[src/rtl/bst_pkg.sv]
package bst_pkg;

  typedef enum logic [1:0] {
    PH_IDLE  = 2'd0,
    PH_LEAD  = 2'd1,
    PH_BURST = 2'd2,
    PH_LAG   = 2'd3
  } phase_e;

  // the counter value seen at this edge is the last one of the slot
  function automatic logic slot_ends(input int unsigned cnt, input int unsigned period);
    return (cnt + 32'd1) >= period;
  endfunction

  // a target below the number of the coming slot can no longer be met
  function automatic logic slot_passed(input int unsigned tgt, input int unsigned next_idx);
    return tgt < next_idx;
  endfunction

  // a zero burst length still occupies one cycle
  function automatic int unsigned burst_cycles(input int unsigned len);
    return (len == 32'd0) ? 32'd1 : len;
  endfunction

  function automatic logic amp_drive(input logic active, input logic pol);
    return active ? pol : ~pol;
  endfunction

endpackage

[src/rtl/bst_slot_clock.sv]
module bst_slot_clock
  import bst_pkg::*;
#(
  parameter int CNT_W  = 10,
  parameter int SLOT_W = 6
) (
  input  logic              clk,
  input  logic              rst_n,
  input  logic              marker_in,
  input  logic [CNT_W-1:0]  comp_val,
  input  logic [CNT_W-1:0]  slot_period,
  output logic              marker_out,
  output logic              slot_pulse,
  output logic              slot_evt,
  output logic [SLOT_W-1:0] slot_idx
);

  logic             mk_q;
  logic             mk_rise;
  logic [CNT_W-1:0] cnt_q;

  assign mk_rise  = marker_in & ~mk_q;
  assign slot_evt = ~mk_rise & slot_ends(32'(cnt_q), 32'(slot_period));

  always_ff @(posedge clk or negedge rst_n) begin
    if (!rst_n) begin
      mk_q       <= 1'b0;
      cnt_q      <= '0;
      slot_idx   <= '0;
      marker_out <= 1'b0;
      slot_pulse <= 1'b0;
    end else begin
      mk_q       <= marker_in;
      marker_out <= mk_rise;
      slot_pulse <= slot_evt;
      if (mk_rise) begin
        cnt_q    <= comp_val;
        slot_idx <= '0;
      end else if (slot_evt) begin
        cnt_q    <= '0;
        slot_idx <= slot_idx + 1'b1;
      end else begin
        cnt_q    <= cnt_q + 1'b1;
      end
    end
  end

  p_marker_echo_r4: assert property (@(posedge clk) disable iff (!rst_n)
    $rose(marker_in) |=> marker_out);

  p_marker_single_r4: assert property (@(posedge clk) disable iff (!rst_n)
    marker_out |=> !marker_out);

  p_slot_single_r3: assert property (@(posedge clk) disable iff (!rst_n)
    slot_pulse |=> (!slot_pulse || $past(slot_period) <= 1));

  p_marker_restart_r5: assert property (@(posedge clk) disable iff (!rst_n)
    marker_out |-> (slot_idx == '0 && !slot_pulse));

endmodule

[src/rtl/bst_req_arm.sv]
module bst_req_arm
  import bst_pkg::*;
#(
  parameter int SLOT_W = 6
) (
  input  logic              clk,
  input  logic              rst_n,
  input  logic              std_en,
  input  logic              req_wr,
  input  logic [SLOT_W-1:0] req_slot,
  input  logic              busy,
  input  logic              slot_evt,
  input  logic [SLOT_W-1:0] slot_idx,
  output logic              std_fire,
  output logic              late_flag
);

  logic              armed_q;
  logic [SLOT_W-1:0] tgt_q;
  logic              held_q;
  logic [SLOT_W-1:0] held_tgt_q;

  logic              arm_go;
  logic [SLOT_W-1:0] arm_tgt;
  logic              arm_late;
  logic              eff_vld;
  logic [SLOT_W-1:0] eff_tgt;

  // arming happens on an idle write or when a held request is released
  assign arm_go   = ~busy & (req_wr | held_q);
  assign arm_tgt  = req_wr ? req_slot : held_tgt_q;
  assign arm_late = arm_go & slot_passed(32'(arm_tgt), 32'(slot_idx));
  assign eff_vld  = arm_go ? ~arm_late : armed_q;
  assign eff_tgt  = arm_go ? arm_tgt : tgt_q;
  assign std_fire = std_en & ~busy & slot_evt & eff_vld & (eff_tgt == slot_idx);

  always_ff @(posedge clk or negedge rst_n) begin
    if (!rst_n) begin
      armed_q    <= 1'b0;
      tgt_q      <= '0;
      held_q     <= 1'b0;
      held_tgt_q <= '0;
      late_flag  <= 1'b0;
    end else begin
      armed_q   <= eff_vld & ~std_fire;
      tgt_q     <= eff_tgt;
      late_flag <= arm_late;
      if (busy & req_wr) begin
        held_q     <= 1'b1;
        held_tgt_q <= req_slot;
      end else if (arm_go) begin
        held_q     <= 1'b0;
      end
    end
  end

  p_late_drops_r10: assert property (@(posedge clk) disable iff (!rst_n)
    late_flag |-> !armed_q);

  p_fire_clears_r6: assert property (@(posedge clk) disable iff (!rst_n)
    std_fire |=> !armed_q);

endmodule

[src/rtl/bst_burst_seq.sv]
module bst_burst_seq
  import bst_pkg::*;
#(
  parameter int LEN_W = 8,
  parameter int GAP_W = 4
) (
  input  logic             clk,
  input  logic             rst_n,
  input  logic             fire,
  input  logic [GAP_W-1:0] lead_cyc,
  input  logic [LEN_W-1:0] burst_len,
  input  logic [GAP_W-1:0] lag_cyc,
  output logic             busy,
  output logic             burst_start
);

  localparam int SEQ_W = (LEN_W > GAP_W) ? LEN_W : GAP_W;

  phase_e           ph_q, ph_d;
  logic [SEQ_W-1:0] cnt_q, cnt_d;
  logic             bs_d;
  logic [SEQ_W-1:0] len_m1, lead_m1, lag_m1;

  assign len_m1  = SEQ_W'(burst_cycles(32'(burst_len)) - 32'd1);
  assign lead_m1 = SEQ_W'(32'(lead_cyc) - 32'd1);
  assign lag_m1  = SEQ_W'(32'(lag_cyc) - 32'd1);
  assign busy    = (ph_q != PH_IDLE);

  always_comb begin
    ph_d  = ph_q;
    cnt_d = cnt_q;
    bs_d  = 1'b0;
    case (ph_q)
      PH_IDLE: begin
        if (fire) begin
          if (lead_cyc != '0) begin
            ph_d  = PH_LEAD;
            cnt_d = lead_m1;
          end else begin
            ph_d  = PH_BURST;
            cnt_d = len_m1;
            bs_d  = 1'b1;
          end
        end
      end
      PH_LEAD: begin
        if (cnt_q == '0) begin
          ph_d  = PH_BURST;
          cnt_d = len_m1;
          bs_d  = 1'b1;
        end else begin
          cnt_d = cnt_q - 1'b1;
        end
      end
      PH_BURST: begin
        if (cnt_q == '0) begin
          if (lag_cyc != '0) begin
            ph_d  = PH_LAG;
            cnt_d = lag_m1;
          end else begin
            ph_d  = PH_IDLE;
          end
        end else begin
          cnt_d = cnt_q - 1'b1;
        end
      end
      PH_LAG: begin
        if (cnt_q == '0) ph_d = PH_IDLE;
        else             cnt_d = cnt_q - 1'b1;
      end
      default: ph_d = PH_IDLE;
    endcase
  end

  always_ff @(posedge clk or negedge rst_n) begin
    if (!rst_n) begin
      ph_q        <= PH_IDLE;
      cnt_q       <= '0;
      burst_start <= 1'b0;
    end else begin
      ph_q        <= ph_d;
      cnt_q       <= cnt_d;
      burst_start <= bs_d;
    end
  end

  p_start_in_burst_r7: assert property (@(posedge clk) disable iff (!rst_n)
    burst_start |-> (ph_q == PH_BURST));

  p_lead_then_start_r7: assert property (@(posedge clk) disable iff (!rst_n)
    (ph_q == PH_LEAD && cnt_q == '0) |=> burst_start);

  p_start_single_r11: assert property (@(posedge clk) disable iff (!rst_n)
    burst_start |=> !burst_start);

endmodule

[src/rtl/burst_slot_timer.sv]
module burst_slot_timer
  import bst_pkg::*;
#(
  parameter int CNT_W  = 10,
  parameter int SLOT_W = 6,
  parameter int LEN_W  = 8,
  parameter int GAP_W  = 4
) (
  input  logic              clk,
  input  logic              rst_n,
  input  logic              ext_mode,
  input  logic              ext_sync,
  input  logic              marker_in,
  input  logic [CNT_W-1:0]  comp_val,
  input  logic [CNT_W-1:0]  slot_period,
  input  logic              req_wr,
  input  logic [SLOT_W-1:0] req_slot,
  input  logic [LEN_W-1:0]  burst_len,
  input  logic [GAP_W-1:0]  lead_cyc,
  input  logic [GAP_W-1:0]  lag_cyc,
  input  logic              amp_pol,
  output logic              marker_out,
  output logic              slot_pulse,
  output logic              burst_start,
  output logic              amp_on,
  output logic              late_flag
);

  logic              slot_evt;
  logic [SLOT_W-1:0] slot_idx;
  logic              std_fire;
  logic              busy;
  logic              sync_q;
  logic              ext_edge;
  logic              ext_fire;
  logic              fire;

  bst_slot_clock #(.CNT_W(CNT_W), .SLOT_W(SLOT_W)) u_clock (
    .clk         (clk),
    .rst_n       (rst_n),
    .marker_in   (marker_in),
    .comp_val    (comp_val),
    .slot_period (slot_period),
    .marker_out  (marker_out),
    .slot_pulse  (slot_pulse),
    .slot_evt    (slot_evt),
    .slot_idx    (slot_idx)
  );

  bst_req_arm #(.SLOT_W(SLOT_W)) u_arm (
    .clk       (clk),
    .rst_n     (rst_n),
    .std_en    (~ext_mode),
    .req_wr    (req_wr),
    .req_slot  (req_slot),
    .busy      (busy),
    .slot_evt  (slot_evt),
    .slot_idx  (slot_idx),
    .std_fire  (std_fire),
    .late_flag (late_flag)
  );

  // the reference level starts at 0, so the first rise of the pin counts
  always_ff @(posedge clk or negedge rst_n) begin
    if (!rst_n) sync_q <= 1'b0;
    else        sync_q <= ext_sync;
  end

  assign ext_edge = ext_sync ^ sync_q;
  assign ext_fire = ext_mode & ext_edge & ~busy;
  assign fire     = ext_fire | std_fire;

  bst_burst_seq #(.LEN_W(LEN_W), .GAP_W(GAP_W)) u_seq (
    .clk         (clk),
    .rst_n       (rst_n),
    .fire        (fire),
    .lead_cyc    (lead_cyc),
    .burst_len   (burst_len),
    .lag_cyc     (lag_cyc),
    .busy        (busy),
    .burst_start (burst_start)
  );

  assign amp_on = amp_drive(busy, amp_pol);

  p_ext_start_r2: assert property (@(posedge clk) disable iff (!rst_n)
    (ext_mode && ext_edge && !busy) |=> (amp_on == amp_pol));

  p_std_quiet_r1: assert property (@(posedge clk) disable iff (!rst_n)
    (!ext_mode && ext_edge && !std_fire && !busy) |=> (amp_on != amp_pol));

endmodule

[config.mk]
export PLATFORM = sky130hd
export DESIGN_NAME = burst_slot_timer
export DESIGN_NICKNAME = d
export VERILOG_FILES = /design/src/rtl/bst_pkg.sv /design/src/rtl/bst_slot_clock.sv /design/src/rtl/bst_req_arm.sv /design/src/rtl/bst_burst_seq.sv /design/src/rtl/burst_slot_timer.sv
export SDC_FILE = /design/constraint.sdc
export NUM_CORES = 1
export LEC_CHECK = 0
export BUFFER_PORTS_ARGS = -buffer_cell sky130_fd_sc_hd__buf_2
export CORE_ASPECT_RATIO = 2
export CORE_MARGIN = 2
export CORE_UTILIZATION = 40
export DETAILED_ROUTE_END_ITERATION = 12
export PLACE_DENSITY = 0.7
export SYNTH_ARGS = -nofsm -noshare
export SYNTH_HDL_FRONTEND = slang
export SYNTH_SLANG_ARGS = --single-unit
[constraint.sdc]
create_clock -name clk -period 2.7 [get_ports clk]
set_input_delay 0.135 -clock clk [delete_from_list [all_inputs] [get_ports clk]]
set_output_delay 0.135 -clock clk [all_outputs]
set_load 0.02 [all_outputs]
==> metrics.txt <==
Max Root-Sink Buffers 2; Nets 544; P_leak 1.97 nW; CP Launch Point u_clock.cnt_q[3]; RSZ-0062 raised after global routing true; buffer and inverter count on the worst path 1; routability cong. 0.970; maximum vdd ir drop 352 µV; via count 3163; failing checks setup timing; final worst slack -0.0200 ns; drt via density 5.55; ratio of cells with drive above 1 in the final layout 35.0%; Fill cells 731; Final Power 2.71 mW; final cell count without fillers 570; Site Rows 46; Ant. Diodes 0; crit path max-delay cell type o41a_1; critical path class register to register; post-synth net total 445; worst reg-to-reg path cell count 13; clock latency on the worst-skew pair 0.29 ns; family with the most delay on the worst path compound AO/OA/AOI/OAI gates; die width 68.1 µm; critical path depth 13; r2r startpoint u_clock.cnt_q[3]; CTS Buf Count 5; EDFF count, synth 0; worst hold path cell count 3; synth warn 0; status complete, but fails checks; CTS Sinks 46; overall global routing resource usage 22.4%; GRT overflow 0; Inst Count DP 544; most common cell after layout, fill and taps aside buf_2; CP Max Fanout 5; Ports 54; Max-slew headroom 56.7%; Residual DRC 0; top_reg_cell synth dfrtp_1; DR pass1 iterations 4; CP endpoint kind register; Pins Over Slew Limit 0; beginning of the worst hold path comp_val[5]; Hold WS 0.0597 ns; Initial Util 41.4%; final setup fails 4; Post-Route WL 9.60 mm; DP HPWL 7.42 mm; crit share post-route 101%; die height 132 µm; Layout area overhead 31.4%; mean post-synth cell area 8.79 µm²; top cells by area, synth dfrtp_1 35%, ha_1 8.4%, nand2_1 4.7%; most frequent cells in the layout 53 x buf_2, 45 x buf_4, 44 x dfrtp_1; hold crit path type input port to register; Synth top area share 35.0%; core footprint 7940 µm²; Clock Pin Slew Worst Setup and Hold Paths 0.06 ns; shortest period the worst path allows 2.72 ns; Slew @ Worst Pin 0.650 ns; post-synthesis cell count 374; Worst Path Arrival 2.89 ns; first-pass GRT wire length 15.3 mm; Clock H-tree levels 2; antenna-violating nets left 0; FF+latch count, synth 46; Seq/Total Area, Yosys 35.0%; Synth area leader dfrtp_1; PwrDens 627 nW/µm²; initial antenna violation count 0; MaxCap Viol Count 0; crit path launch type register; vias in the first global route 3396; clock skew 0.00445 ns; initial DRC count 138; die area 9010 µm²; TritonCTS clock tree built; wire per inst 16.8 µm; Required @ worst endpoint 2.87 ns; largest net degree at the start of global routing 30; fmax 368 MHz; I/O Buffers 53; clock root cell clkbuf_16; endpoints failing hold 0; slowest stage delay, CP 0.41 ns; post-synth cell types 54; Netlist Area Pre-Place 3290 µm²; worst-path cell chain nand3_2 > nor2_4 > nand3_2 > xnor2_2 > ha_1 > nand2_2 > nor2_2 > o31ai_2 > a21oi_2 > nor2_2 > o41a_1 > buf_6 > mux2_4; Post-synth ARST share 100%
==> cell usage after synthesis, types with 5 or more instances <==
master    instances
dfrtp_1          46
nand2_1          41
a21oi_1          30
inv_1            28
nor2_1           24
ha_1             22
o21ai_0          22
xnor2_1          16
mux2_2           10
or3_1            10
nand3_1           9
xor2_1            8
clkbuf_1          7
nor3_1            7
nand2b_1          6
a31oi_1           5
mux2_4            5
o31ai_1           5
==> repair_timing <==
item,4_1_cts,5_1_grt
setup endpoints to repair,18,26
setup buffers,8,6
pin swaps,7,16
gates resized for setup,12,27
hold buffers,3,0
hold endpoints to repair,30,0
cloned,0,1
==> sequential cells by signal, summed over array words and instances, names as in the netlist <==
signal / cells
u_arm.armed_q: 1
u_seq.cnt_q: 8
u_arm.held_tgt_q: 6
u_clock.slot_pulse: 1
u_clock.slot_idx: 6
u_clock.cnt_q: 10
u_seq.ph_q: 2
u_arm.late_flag: 1
u_arm.tgt_q: 6
sync_q: 1
u_clock.mk_q: 1
u_clock.marker_out: 1
u_arm.held_q: 1
u_seq.burst_start: 1
==> layer usage <==
metal / GRT usage [%] / vias to the layer above / wire [µm]
met5: 0 / - / 0
met3: 3.33 / 49 / 325
met4: 17.0 / 0 / 722
li1: - / 1524 / -
met2: 39.8 / 114 / 5350
met1: 21.5 / 1476 / 3200
==> metrics by stage <==
stage / area, µm² / TNS [ns] / util (%) / worst slack [ns]
floorplan: 3300 / -0.0250 / - / -0.00625
global placement: 3860 / -0.493 / 48.6 / -0.0654
detailed placement: 3860 / -1.68 / 48.6 / -0.191
CTS: 4150 / -0.394 / 52.2 / -0.0742
global route: 4320 / -1.43 / 54.4 / -0.156
finish: 4320 / -0.0532 / 54.4 / -0.0200
==> path summary, 6_finish.rpt <==
kind,slack (ns),endpoint
setup / recovery,-0.02,u_seq.cnt_q[4]
hold / removal,0.06,u_clock.cnt_q[5]
setup reg to reg,-0.02,u_seq.cnt_q[4]
hold reg to reg,0.51,u_arm.held_tgt_q[3]
max in group asynchronous,1.58,u_clock.slot_idx[0]
min in group asynchronous,0.41,u_clock.marker_out
==> worst register-to-register path, stage by stage (launching register included) <==
cell and delay [ns]:
dfrtp_1 0.36, nand3_2 0.12, nor2_4 0.16, nand3_2 0.11, xnor2_2 0.16, ha_1 0.32, nand2_2 0.08, nor2_2 0.10
o31ai_2 0.08, a21oi_2 0.18, nor2_2 0.07, o41a_1 0.41, buf_6 0.15, mux2_4 0.29
==> cell type report <==
| type | instances | area [µm²] | area share, % |
|---|---|---|---|
| multi-input cells | 288 | 2130 | 49.2 |
| flip-flops and latches | 46 | 1150 | 26.7 |
| repair buffers | 104 | 667 | 15.4 |
| clock buffers | 7 | 143 | 3.30 |
| well taps | 96 | 120 | 2.78 |
| inverters | 28 | 105 | 2.43 |
| clock inverters | 1 | 5.00 | 0.116 |
==> logic make-up after synthesis <==
logic type	Yosys count	share of synthesized area, %
buffers and inverters	41	5.48
adders and majority gates	22	8.37
AOI/OAI and AO/OA	93	17.8
muxes	20	7.34
DFF	46	35.0
and+or+nand+nor	128	19.6
xor gates and xnor gates	24	6.39
==> power by group <==
part | switching [mW] | internal [mW]
combinational | 0.559 | 0.576
clock | 0.252 | 0.367
sequential | 0.143 | 0.812
Note: power is estimated with default switching activity, not from simulation.
